--- config.mk ---
export PLATFORM = sky130hd
export DESIGN_NAME = freq_recip_counter
export DESIGN_NICKNAME = d
export VERILOG_FILES = /design/src/rtl/frc_pkg.sv /design/src/rtl/frc_timebase.sv /design/src/rtl/frc_edge.sv /design/src/rtl/frc_seq.sv /design/src/rtl/freq_recip_counter.sv
export SDC_FILE = /design/constraint.sdc
export NUM_CORES = 1
export LEC_CHECK = 0
export CORE_AREA = 2 2 110 112
export CTS_BUF_LIST = sky130_fd_sc_hd__clkbuf_16
export CTS_CLUSTER_DIAMETER = 40
export DETAILED_ROUTE_END_ITERATION = 10
export DIE_AREA = 0 0 112 114
export PLACE_DENSITY = 0.9
export SLEW_MARGIN = 20
export SYNTH_ARGS = -nofsm -noshare
export SYNTH_HDL_FRONTEND = slang
export SYNTH_HIERARCHICAL = 1
export SYNTH_SLANG_ARGS = --single-unit
--- constraint.sdc ---
create_clock -name clk -period 4.85 [get_ports clk]
set_input_delay 0.485 -clock clk [delete_from_list [all_inputs] [get_ports clk]]
set_output_delay 0.485 -clock clk [all_outputs]
set_load 0.05 [all_outputs]
--- src/rtl/frc_pkg.sv ---
package frc_pkg;
  typedef enum logic [1:0] {
    ST_IDLE = 2'd0,
    ST_ARM  = 2'd1,
    ST_RUN  = 2'd2
  } frc_state_e;
endpackage

--- src/rtl/frc_timebase.sv ---
module frc_timebase #(
  parameter int TS_W  = 16,
  parameter int EXT_W = 32
) (
  input  logic             clk,
  input  logic             rst_n,
  output logic [EXT_W-1:0] ts_cap
);
  localparam int WR_W = EXT_W - TS_W;

  logic [TS_W-1:0] tb_q;
  logic [WR_W-1:0] wr_q;
  logic [TS_W-1:0] tb_d;
  logic [WR_W-1:0] wr_d;
  logic            wrap_evt;
  logic [EXT_W-1:0] ts_now;

  function automatic logic [WR_W-1:0] next_wraps(input logic [WR_W-1:0] w, input logic roll);
    return roll ? w + 1'b1 : w;
  endfunction

  assign wrap_evt = &tb_q;
  assign tb_d     = tb_q + 1'b1;
  assign wr_d     = next_wraps(wr_q, wrap_evt);
  assign ts_now   = {wr_q, tb_q};
  // rollover applied before the capture sees it
  assign ts_cap   = {wr_d, tb_d};

  always_ff @(posedge clk or negedge rst_n) begin
    if (!rst_n) begin
      tb_q <= '0;
      wr_q <= '0;
    end else begin
      tb_q <= tb_d;
      wr_q <= wr_d;
    end
  end

  p_ext_step_r8: assert property (@(posedge clk) disable iff (!rst_n)
    $past(rst_n) |-> ts_now == $past(ts_now) + 1'b1);
  p_wrap_carry_r8: assert property (@(posedge clk) disable iff (!rst_n)
    wrap_evt |=> (tb_q == '0) && (wr_q == $past(wr_q) + 1'b1));
endmodule

--- src/rtl/frc_edge.sv ---
module frc_edge #(
  parameter int SYNC_STAGES = 2
) (
  input  logic clk,
  input  logic rst_n,
  input  logic sig_in,
  output logic rise_evt
);
  localparam int SH_W = SYNC_STAGES + 1;

  logic [SH_W-1:0] sh_q;

  always_ff @(posedge clk or negedge rst_n) begin
    if (!rst_n) sh_q <= '0;
    else        sh_q <= {sh_q[SH_W-2:0], sig_in};
  end

  assign rise_evt = sh_q[SH_W-2] & ~sh_q[SH_W-1];

  p_rise_single: assert property (@(posedge clk) disable iff (!rst_n)
    rise_evt |=> !rise_evt);
endmodule

--- src/rtl/frc_seq.sv ---
module frc_seq
  import frc_pkg::*;
#(
  parameter int CNT_W = 8,
  parameter int EXT_W = 32
) (
  input  logic             clk,
  input  logic             rst_n,
  input  logic             start,
  input  logic [CNT_W-1:0] n_periods,
  input  logic             edge_evt,
  input  logic [EXT_W-1:0] ts_cap,
  output logic [EXT_W-1:0] span,
  output logic             span_valid,
  output logic             busy
);
  frc_state_e       state_q;
  logic [CNT_W-1:0] n_q;
  logic [CNT_W-1:0] left_q;
  logic [EXT_W-1:0] first_q;
  logic             accept_evt;
  logic             open_evt;
  logic             close_evt;

  function automatic logic [CNT_W-1:0] eff_count(input logic [CNT_W-1:0] n);
    return (n == '0) ? {{(CNT_W-1){1'b0}}, 1'b1} : n;
  endfunction

  function automatic logic [EXT_W-1:0] span_of(input logic [EXT_W-1:0] last,
                                               input logic [EXT_W-1:0] first);
    return last - first;
  endfunction

  assign accept_evt = (state_q == ST_IDLE) && start;
  assign open_evt   = (state_q == ST_ARM) && edge_evt;
  assign close_evt  = (state_q == ST_RUN) && edge_evt && (left_q == {{(CNT_W-1){1'b0}}, 1'b1});
  assign busy       = (state_q != ST_IDLE);

  always_ff @(posedge clk or negedge rst_n) begin
    if (!rst_n) begin
      state_q    <= ST_IDLE;
      n_q        <= '0;
      left_q     <= '0;
      first_q    <= '0;
      span       <= '0;
      span_valid <= 1'b0;
    end else begin
      span_valid <= 1'b0;
      case (state_q)
        ST_IDLE: if (accept_evt) begin
          n_q     <= n_periods;
          state_q <= ST_ARM;
        end
        ST_ARM: if (open_evt) begin
          first_q <= ts_cap;
          left_q  <= eff_count(n_q);
          state_q <= ST_RUN;
        end
        ST_RUN: if (close_evt) begin
          span       <= span_of(ts_cap, first_q);
          span_valid <= 1'b1;
          state_q    <= ST_IDLE;
        end else if (edge_evt) begin
          left_q <= left_q - 1'b1;
        end
        default: state_q <= ST_IDLE;
      endcase
    end
  end

  p_valid_pulse_r5: assert property (@(posedge clk) disable iff (!rst_n)
    span_valid |=> !span_valid);
  p_idle_on_result_r5: assert property (@(posedge clk) disable iff (!rst_n)
    span_valid |-> !busy);
  p_ignore_start_r6: assert property (@(posedge clk) disable iff (!rst_n)
    (busy && start) |=> $stable(n_q));
  p_run_left_r2: assert property (@(posedge clk) disable iff (!rst_n)
    (state_q == ST_RUN) |-> (left_q != '0));
  p_hold_span_r7: assert property (@(posedge clk) disable iff (!rst_n)
    !span_valid |-> $stable(span));
  p_close_from_run_r4: assert property (@(posedge clk) disable iff (!rst_n)
    close_evt |=> span_valid);
endmodule

--- src/rtl/freq_recip_counter.sv ---
module freq_recip_counter #(
  parameter int TS_W        = 16,
  parameter int EXT_W       = 32,
  parameter int CNT_W       = 8,
  parameter int SYNC_STAGES = 2
) (
  input  logic             clk,
  input  logic             rst_n,
  input  logic             sig_in,
  input  logic             start,
  input  logic [CNT_W-1:0] n_periods,
  output logic [EXT_W-1:0] span,
  output logic             span_valid,
  output logic             busy
);
  logic [EXT_W-1:0] ts_cap;
  logic             rise_evt;

  frc_timebase #(.TS_W(TS_W), .EXT_W(EXT_W)) u_tb (
    .clk    (clk),
    .rst_n  (rst_n),
    .ts_cap (ts_cap)
  );

  frc_edge #(.SYNC_STAGES(SYNC_STAGES)) u_edge (
    .clk      (clk),
    .rst_n    (rst_n),
    .sig_in   (sig_in),
    .rise_evt (rise_evt)
  );

  frc_seq #(.CNT_W(CNT_W), .EXT_W(EXT_W)) u_seq (
    .clk        (clk),
    .rst_n      (rst_n),
    .start      (start),
    .n_periods  (n_periods),
    .edge_evt   (rise_evt),
    .ts_cap     (ts_cap),
    .span       (span),
    .span_valid (span_valid),
    .busy       (busy)
  );

  p_busy_after_start_r5: assert property (@(posedge clk) disable iff (!rst_n)
    (!busy && start) |=> busy);
endmodule

# ---- Word-level counts from Yosys, hierarchy flattened
# Index checks and enable logic that the tools add are counted.
dict set report op_classes {
  add_sub_neg 4
  eq_ne 8
  muxes 12
  n_bitwise 2
  n_reduce_logical 14
}
# operator n
set op_table {}
lappend op_table {{16-bit by 1-bit adder with 16-bit output (second input constant)} 2}
lappend op_table {{8-bit two-way mux} 4}
lappend op_table {{32-bit subtractor} 1}
lappend op_table {{16-bit two-way mux} 1}
lappend op_table {{8-bit case mux with 2 select lines} 1}
lappend op_table {{16-bit AND reduction} 1}
lappend op_table {{8-bit by 1-bit equality test with 1-bit output (second input constant)} 1}
lappend op_table {{8-bit zero test} 1}
lappend op_table {{2-bit by 1-bit inequality test with 1-bit output (second input constant)} 4}
lappend op_table {{8-bit by 1-bit subtractor with 8-bit output (second input constant)} 1}
lappend op_table {{2-bit two-way mux} 3}
lappend op_table {{2-bit case mux with 3 select lines} 1}
lappend op_table {{2-bit AND reduction} 3}
lappend op_table {{1-bit logical AND} 4}
lappend op_table {{4-bit AND reduction} 1}
lappend op_table {{2-bit nonzero test} 2}
lappend op_table {{3-bit AND reduction} 1}
lappend op_table {{2-bit by 1-bit equality test with 1-bit output (second input constant)} 1}
lappend op_table {{2-bit equality test (second input constant)} 1}
lappend op_table {{2-bit zero test} 1}
lappend op_table {{1-bit two-way mux} 2}
lappend op_table {{2-bit inequality test (second input constant)} 1}
lappend op_table {{1-bit bitwise AND} 1}
lappend op_table {{1-bit inverter} 1}
dict set report word_totals {
  register_bits 118
  inputBits 12
  out_inout_bits 34
  wordCells 49
}

# ---- Depth between registers and ports, before layout
# Gate-level depths: netlist of run 1.
dict set report logic_depth {
  word_depth 6
  ltp_mapped 16
  depth_no_buf 13
}

# ---- Cells and area by module
# The synthesis of run 1 kept the hierarchy.
# mod instances cells_per_inst area_each_um2 seq_area_each_um2
set by_module_without_submodules {}
lappend by_module_without_submodules {frc_seq 1 559 5198.7 2077.0}
lappend by_module_without_submodules {frc_timebase 1 127 1473.9 800.8}
lappend by_module_without_submodules {frc_edge 1 4 88.8 75.1}

# ---- Least setup slack after synthesis of run 1
# Ideal clock, no wire load.
dict set report synth_timing {
  path_type {reg2reg}
  start {reg u_tb.tb_q[0]}
  end {reg u_seq.span[31]}
  setup_ps 69
  arrival_ps 3518
  required_ps 4781
  setup_slack_ps 1263
  path_stages_with_launch 15
  path_buffers 2
  synth_period_minus_slack_ps 3587
  path_cell_list {dfrtp_1 -> ha_1 -> nand4_1 -> or4_4 -> buf_6 -> nor3_1 -> xor2_1 -> ha_1 -> clkbuf_1 -> nand2_1 -> or3_2 -> nor3_1 -> a21oi_2 -> or4_1 -> nand3_1}
}
dict set report synth_via {
  elab_chain_cells 3
  elab_cells_between_ends 4
  cone_classes {add/sub: 2; mux: 1; reduce/logical: 1}
}
# element line_no
set synth_lines {}
lappend synth_lines {{start, declared} frc_timebase.sv:11} ;# logic [TS_W-1:0] tb_q;
lappend synth_lines {{start signal, assigned} frc_timebase.sv:34} ;# tb_q <= tb_d;
lappend synth_lines {{16-bit AND reduction} frc_timebase.sv:22} ;# assign wrap_evt = &tb_q;
lappend synth_lines {{16-bit two-way mux} frc_timebase.sv:19} ;# return roll ? w + 1'b1 : w;
lappend synth_lines {{via ts_cap[23]} freq_recip_counter.sv:16} ;# logic [EXT_W-1:0] ts_cap;
lappend synth_lines {{32-bit subtractor} frc_seq.sv:31} ;# return last - first;
lappend synth_lines {{end signal, assigned} frc_seq.sv:60} ;# span <= span_of(ts_cap, first_q);
lappend synth_lines {{end, declared} frc_seq.sv:13} ;# output logic [EXT_W-1:0] span,
# The timed path passes the listed nets, and every way through them passes these cells.
# A chain may end at the register's enable or synchronous reset.

# ---- Worst setup path in the final report of run 1
dict set report layout_timing {
  start {reg u_tb.tb_q[0]}
  end {reg u_seq.span[29]}
}
# The elaborated chain is that of the path after synthesis.

==> flow_summary.toml, run 1 <==
[grt]
grt_use_met3_pct = 7.55
first_global_vias = 5455
grt.total_usage_pct = 25.7
grt_max_degree = 77
grt_antenna_before_repair = 0
use_met2_pct = 43.3
grt_first_pass_wirelength_um = 26000
grt_busiest_layer = "met2"
use_met1_pct = 31.1
grt.overflow.total = 0

[power]
peakVddDrop_mv = 0.499
p_total_uw = 3550
power_density_mw_per_mm2 = 450
leakage_uw = 0.00378

[placed_design]
place.gp.congestion = 0.920
place_hpwl_um = 10900
io_buffers = 45

[floorplanning]
core_mm2 = 0.0117
fp.dieH_um = 114
rows = 40
ios = 46
fp.dieW_um = 112
die_area_mm2 = 0.0128
start_util_pct = 57.7

[sta]
max_freq_ghz = 0.248
worst_slew_pin_slew_ps = 965
min_period_ps = 4030
tns_ps = 0
slew_headroom_pct = 35.6
slew_violations = 0
rsz0062_at_grt = "no"
finalCritPeriodShare_pct = 83.1
fin_skew_ps = 6.72
setup_violations = 0
finalHoldViolations = 0
whs_ps = 199

[synth]
synthTopCellsByCount = "dfrtp_1 (118), nand2_1 (74), o21ai_0 (52)"
syn_area_mm2 = 0.00676
synth-compound-area-share_pct = 14.5
ys_ff_latch = 118
synth_top_area_share_pct = 43.7
synth_seq_area_share_pct = 43.7
synthesis.area_per_instance_um2 = 9.80
ys.warnings.count = 6
synth_top_family_by_area = "simple AND/OR/NAND/NOR gates"
yosys.area_share.simple_pct = 16.9
synthAdderAreaFrac_pct = 6.77
synth_flop_cell = "dfrtp_1"
synth_cells = 690
synth-edff-count = 0
synth_mux_area_share_pct = 7.27
synth_area_leaders = "dfrtp_1 (44%), mux2_2 (6.7%), ha_1 (6.5%)"
async_flop_share_pct = 100
yosysMostFrequentCell = "dfrtp_1"
yosysUniqueCellTypes = 68
syn_nets = 738
synth-xor-area-share_pct = 6.09
yosysTopAreaCell = "dfrtp_1"

[setup_path]
end_kind = "flip-flop"
critical_path.startpoint = "u_tb/tb_q[0]"
start_kind = "flip-flop"
path_max_fanout = 16
crit_path_max_incr_delay_ps = 660
worstReg2RegStart = "u_tb/tb_q[0]"
required_ps = 5150
r2r_setup_slack_ps = 820
slowest_stage = "or4_4"
worstPathArrival_ps = 4330
path_common_cell = "ha_1"
path_class = "reg2reg"
crit_chain = "ha_1 > nand4_1 > or4_4 > nor3_2 > xor2_1 > ha_1 > a21oi_1 > o211ai_1 > a221oi_1 > o21ai_0 > a21oi_2 > nor4_1 > or3_1"

[routing]
final_antenna_net_count = 0
drt_pass1_iterations = 5
via_per_inst = 6.02
via_count = 5383
drc_errors = 0
routed_wl_um = 15500
drtIter0Drc = 567
wl_per_cell_um = 17.4

[cts]
post_cts_resized = 0
cts_buffer_depth = 2
cts_tree = "done"
cts_made_buffers = 17
insertion_delay_ps = 420
clk_pin_slew_ps = 60
root_buffer = "clkbuf_16"
clock-sinks = 118
cts_hold_buf = 0
cts_max_level = 4
post-cts-setup-buffers = 0

[worst_hold_path]
hp-class = "in2async"

[layout]
fin_nets = 782
diodes = 0
syn_to_final_growth_pct = 16.7
drive_gt1_share_pct = 13.4

[run]
maxCapViolations = 0

[run_status]
status = "completed"
## area by class of cell
type | count | area, µm²
fillers | 868 | 3820
multi-input cells | 498 | 3490
flip-flops and latches | 118 | 2950
repair buffers | 48 | 470
clock buffers | 17 | 425
inverters | 51 | 191
well taps | 147 | 184
clock inverters | 15 | 180
## through the flow
step / std cells / instance area, µm² / setup slack, ps / util, %
5_1_grt: 894 / 7890 / 516 / 67.4
4_1_cts: 894 / 7890 / 914 / 67.4
3_5_place_dp: 862 / 7280 / 925 / 62.2
3_3_place_gp: 862 / 7280 / 1090 / 62.2
6_report: 894 / 7890 / 821 / 67.4
2_1_floorplan: 690 / 6760 / 1260 / -
## placed cells by master, fill, tap and decap left out, drive strengths merged, types with 18 or more instances in the layout
cell,synthesis,routed
dfrtp,118,118
nand2,74,74
o21ai,54,54
inv,51,53
a21oi,47,47
clkdlybuf4s50,0,44
mux2,41,41
nor2,35,35
ha,35,35
xor2,24,24
nor3,24,24
xnor2,23,23
nand4,18,18
nand3,18,18
## critical path: cells and delay by family (launching register included)
kind	cells	cell delay, ps
AOI/OAI and AO/OA	5	1180
adders and majority gates	2	640
xor gates and xnor gates	1	270
and+or+nand+nor	5	1440
DFF	1	370
## layer usage
layer	share of wire [%]	wire, µm
met5	0	0
met4	3.4	526
met3	6.2	960
met2	48	7490
met1	42	6550
## worst paths after layout
check / endpoint / cells after the start
worst max-delay path: u_seq/span[29] / 13
worst min-delay path: u_seq/span[7] / 1
worst max register to register: u_seq/span[29] / 13
worst min register to register: u_edge/sh_q[1] / 0
max in group asynchronous: u_tb/tb_q[11] / 2
min in group clk: u_edge/sh_q[1] / 0
## cell families (layout without fill, tap and decap cells)
kind of cell | after synthesis | in the layout
fa+ha+maj | 36 | 36
simple gates | 215 | 215
flops | 118 | 118
compound gates | 156 | 156
buf+inv | 74 | 131
mux | 44 | 44
xor+xnor | 47 | 47
## report_power, final
group	switching, µW	leakage (µW)	internal (µW)
clock network	474	0.000293	809
logic	615	0.00191	445
registers	106	0.00158	1110
total	1190	0.00378	2360
## state kept, by name (all words and copies together), names as in the netlist
signal / flops
u_seq/span: 32
u_tb/tb_q: 16
u_seq/left_q: 8
u_seq/span_valid: 1
u_seq/first_q: 32
u_tb/wr_q: 16
u_edge/sh_q: 3
u_seq/state_q: 2
u_seq/n_q: 8
No activity file was read; power rests on OpenSTA's default activity.
==> run 2, diff against run 1 <==
- clock period: 4.85 -> 4.1 ns (I/O delays scaled with it)
==> run 2 against run 1 <==
Net effect:
- worst setup slack got worse by 640 ps
- largest cell class unchanged
- routed wire length is 5.7% higher
- critical path depth decreased by 1
- power increased by 19%
- first-iteration DRC count down 0.35%
==> flow_summary.toml, run 2 (synthesis results as in run 1) <==
[cts]
cts_made_buffers = 17
cts_max_level = 4
root_buffer = "clkbuf_16"
clk_pin_slew_ps = 60
cts_buffer_depth = 2
insertion_delay_ps = 430
clock-sinks = 118
cts_hold_buf = 0
cts_tree = "done"

[routing]
wl_per_cell_um = 18.2
drc_errors = 0
via_per_inst = 6.07
drt_pass1_iterations = 7
final_antenna_net_count = 0
routed_wl_um = 16400
drtIter0Drc = 565
via_count = 5471

[layout]
fin_nets = 790
mostFrequentLayoutCell = "dfrtp_1"
diodes = 0
layout_common_cells = "dfrtp_1 (118), nand2_1 (74), o21ai_0 (52)"
drive_gt1_share_pct = 15.1
reg_top3 = "u_seq/first_q (32), u_seq/span (32)"
syn_to_final_growth_pct = 17.9
fillers = 848
fin_area_mm2 = 0.00797
final_cells = 902

[power]
switching_power_uw = 1430
p_int_uw = 2790
power_frac_clock_pct = 36.0
peakVddDrop_mv = 0.587
p_total_uw = 4220
comb_power_share_pct = 30.0
p_sw_share_pct = 33.9
leakage_uw = 0.00380
p_seq_share_pct = 34.0
power_density_mw_per_mm2 = 530

[setup_path]
path_class = "reg2reg"
path_max_fanout = 13
required_ps = 4460
end_kind = "flip-flop"
r2r_cells = 12
worstPathArrival_ps = 4280
start_kind = "flip-flop"

[sta]
finalCritPeriodShare_pct = 95.7
min_period_ps = 3920
whs_ps = 69.9
slew_violations = 0
fin_skew_ps = 8.35
finalHoldViolations = 0
setup_violations = 0
max_freq_ghz = 0.255
rsz0062_at_grt = "no"
tns_ps = 0
worst_slew_pin_slew_ps = 861
slew_headroom_pct = 42.2

[grt]
grt_antenna_before_repair = 0
first_global_vias = 5548
grt_first_pass_wirelength_um = 26800
grt.total_usage_pct = 26.7
grt_max_degree = 68
grt.overflow.total = 0

[placed_design]
placed_cells = 864
io_buffers = 45
placed_cell_area_mm2 = 0.00730
place.gp.congestion = 0.901
place_hpwl_um = 11100

[floorplanning]
fp.dieW_um = 112
ios = 46
rows = 40
fp.dieH_um = 114
die_area_mm2 = 0.0128
start_util_pct = 57.7
core_mm2 = 0.0117

[run]
maxCapViolations = 0

[worst_hold_path]
hp-class = "in2async"

[run_status]
status = "completed"
-- run 2: area by class of cell --
type	instances	area (µm²)	area share (%)
sequential	118	2950	37.1
multi-input combinational	498	3510	44.0
tap	147	184	2.31
timing repair buffer	56	531	6.66
clock inverter	15	179	2.25
clock buffer	17	425	5.34
inverter	51	191	2.40
-- run 2: through the flow --
| step | setup WS (ps) | util [%] |
|---|---|---|
| 6_report | 176 | 68.0 |
| 5_1_grt | 4.91 | 68.0 |
| 4_1_cts | 95.9 | 67.5 |
| 3_5_place_dp | 154 | 62.3 |
| 3_3_place_gp | 327 | 62.3 |
| 2_1_floorplan | 513 | - |
-- run 2: power groups by stage --
stage	clock network (µW)	registers (µW)	logic, µW
final	1520	1440	1260
after global routing	1600	1450	1360
after CTS	1540	1430	1250
after detailed placement	0	1450	1230
after global placement	0	1440	1180
after floorplan	0	1500	834
-- run 2: repair_timing --
| action | CTS | global route |
|---|---|---|
| setup buffers | 0 | 6 |
| setup endpoints to repair | 0 | 5 |
| resized for setup | 0 | 5 |
-- run 2: worst max-delay path: stages, from the launching register on --
cell	delay (ps)
dfrtp_1	380
ha_1	290
nand4_1	140
or4_4	580
nor3_1	260
xor2_1	290
ha_2	320
nand4_1	190
or3_2	450
nor3_1	210
a21oi_2	140
or4_1	520
nand3_1	100
-- run 2: routing by layer --
metal  share of wire (%)  routed length [µm]  global-route usage [%]
met1                  42                6910                    33.3
met2                  48                7940                    44.3
met3                 7.1                1170                    8.18
met4                 2.4                 397                    9.84
met5                   0                   0                       0
-- run 2: final timing paths --
kind                                 from             end  slack [ps]
max                          u_tb/tb_q[0]  u_seq/span[31]         180
min                                 rst_n   u_seq/span[3]          70
max reg2reg                  u_tb/tb_q[0]  u_seq/span[31]         180
min reg2reg                u_edge/sh_q[0]  u_edge/sh_q[1]         360
max in group asynchronous           rst_n  u_seq/span[20]        3120
min in group clk           u_edge/sh_q[0]  u_edge/sh_q[1]         360
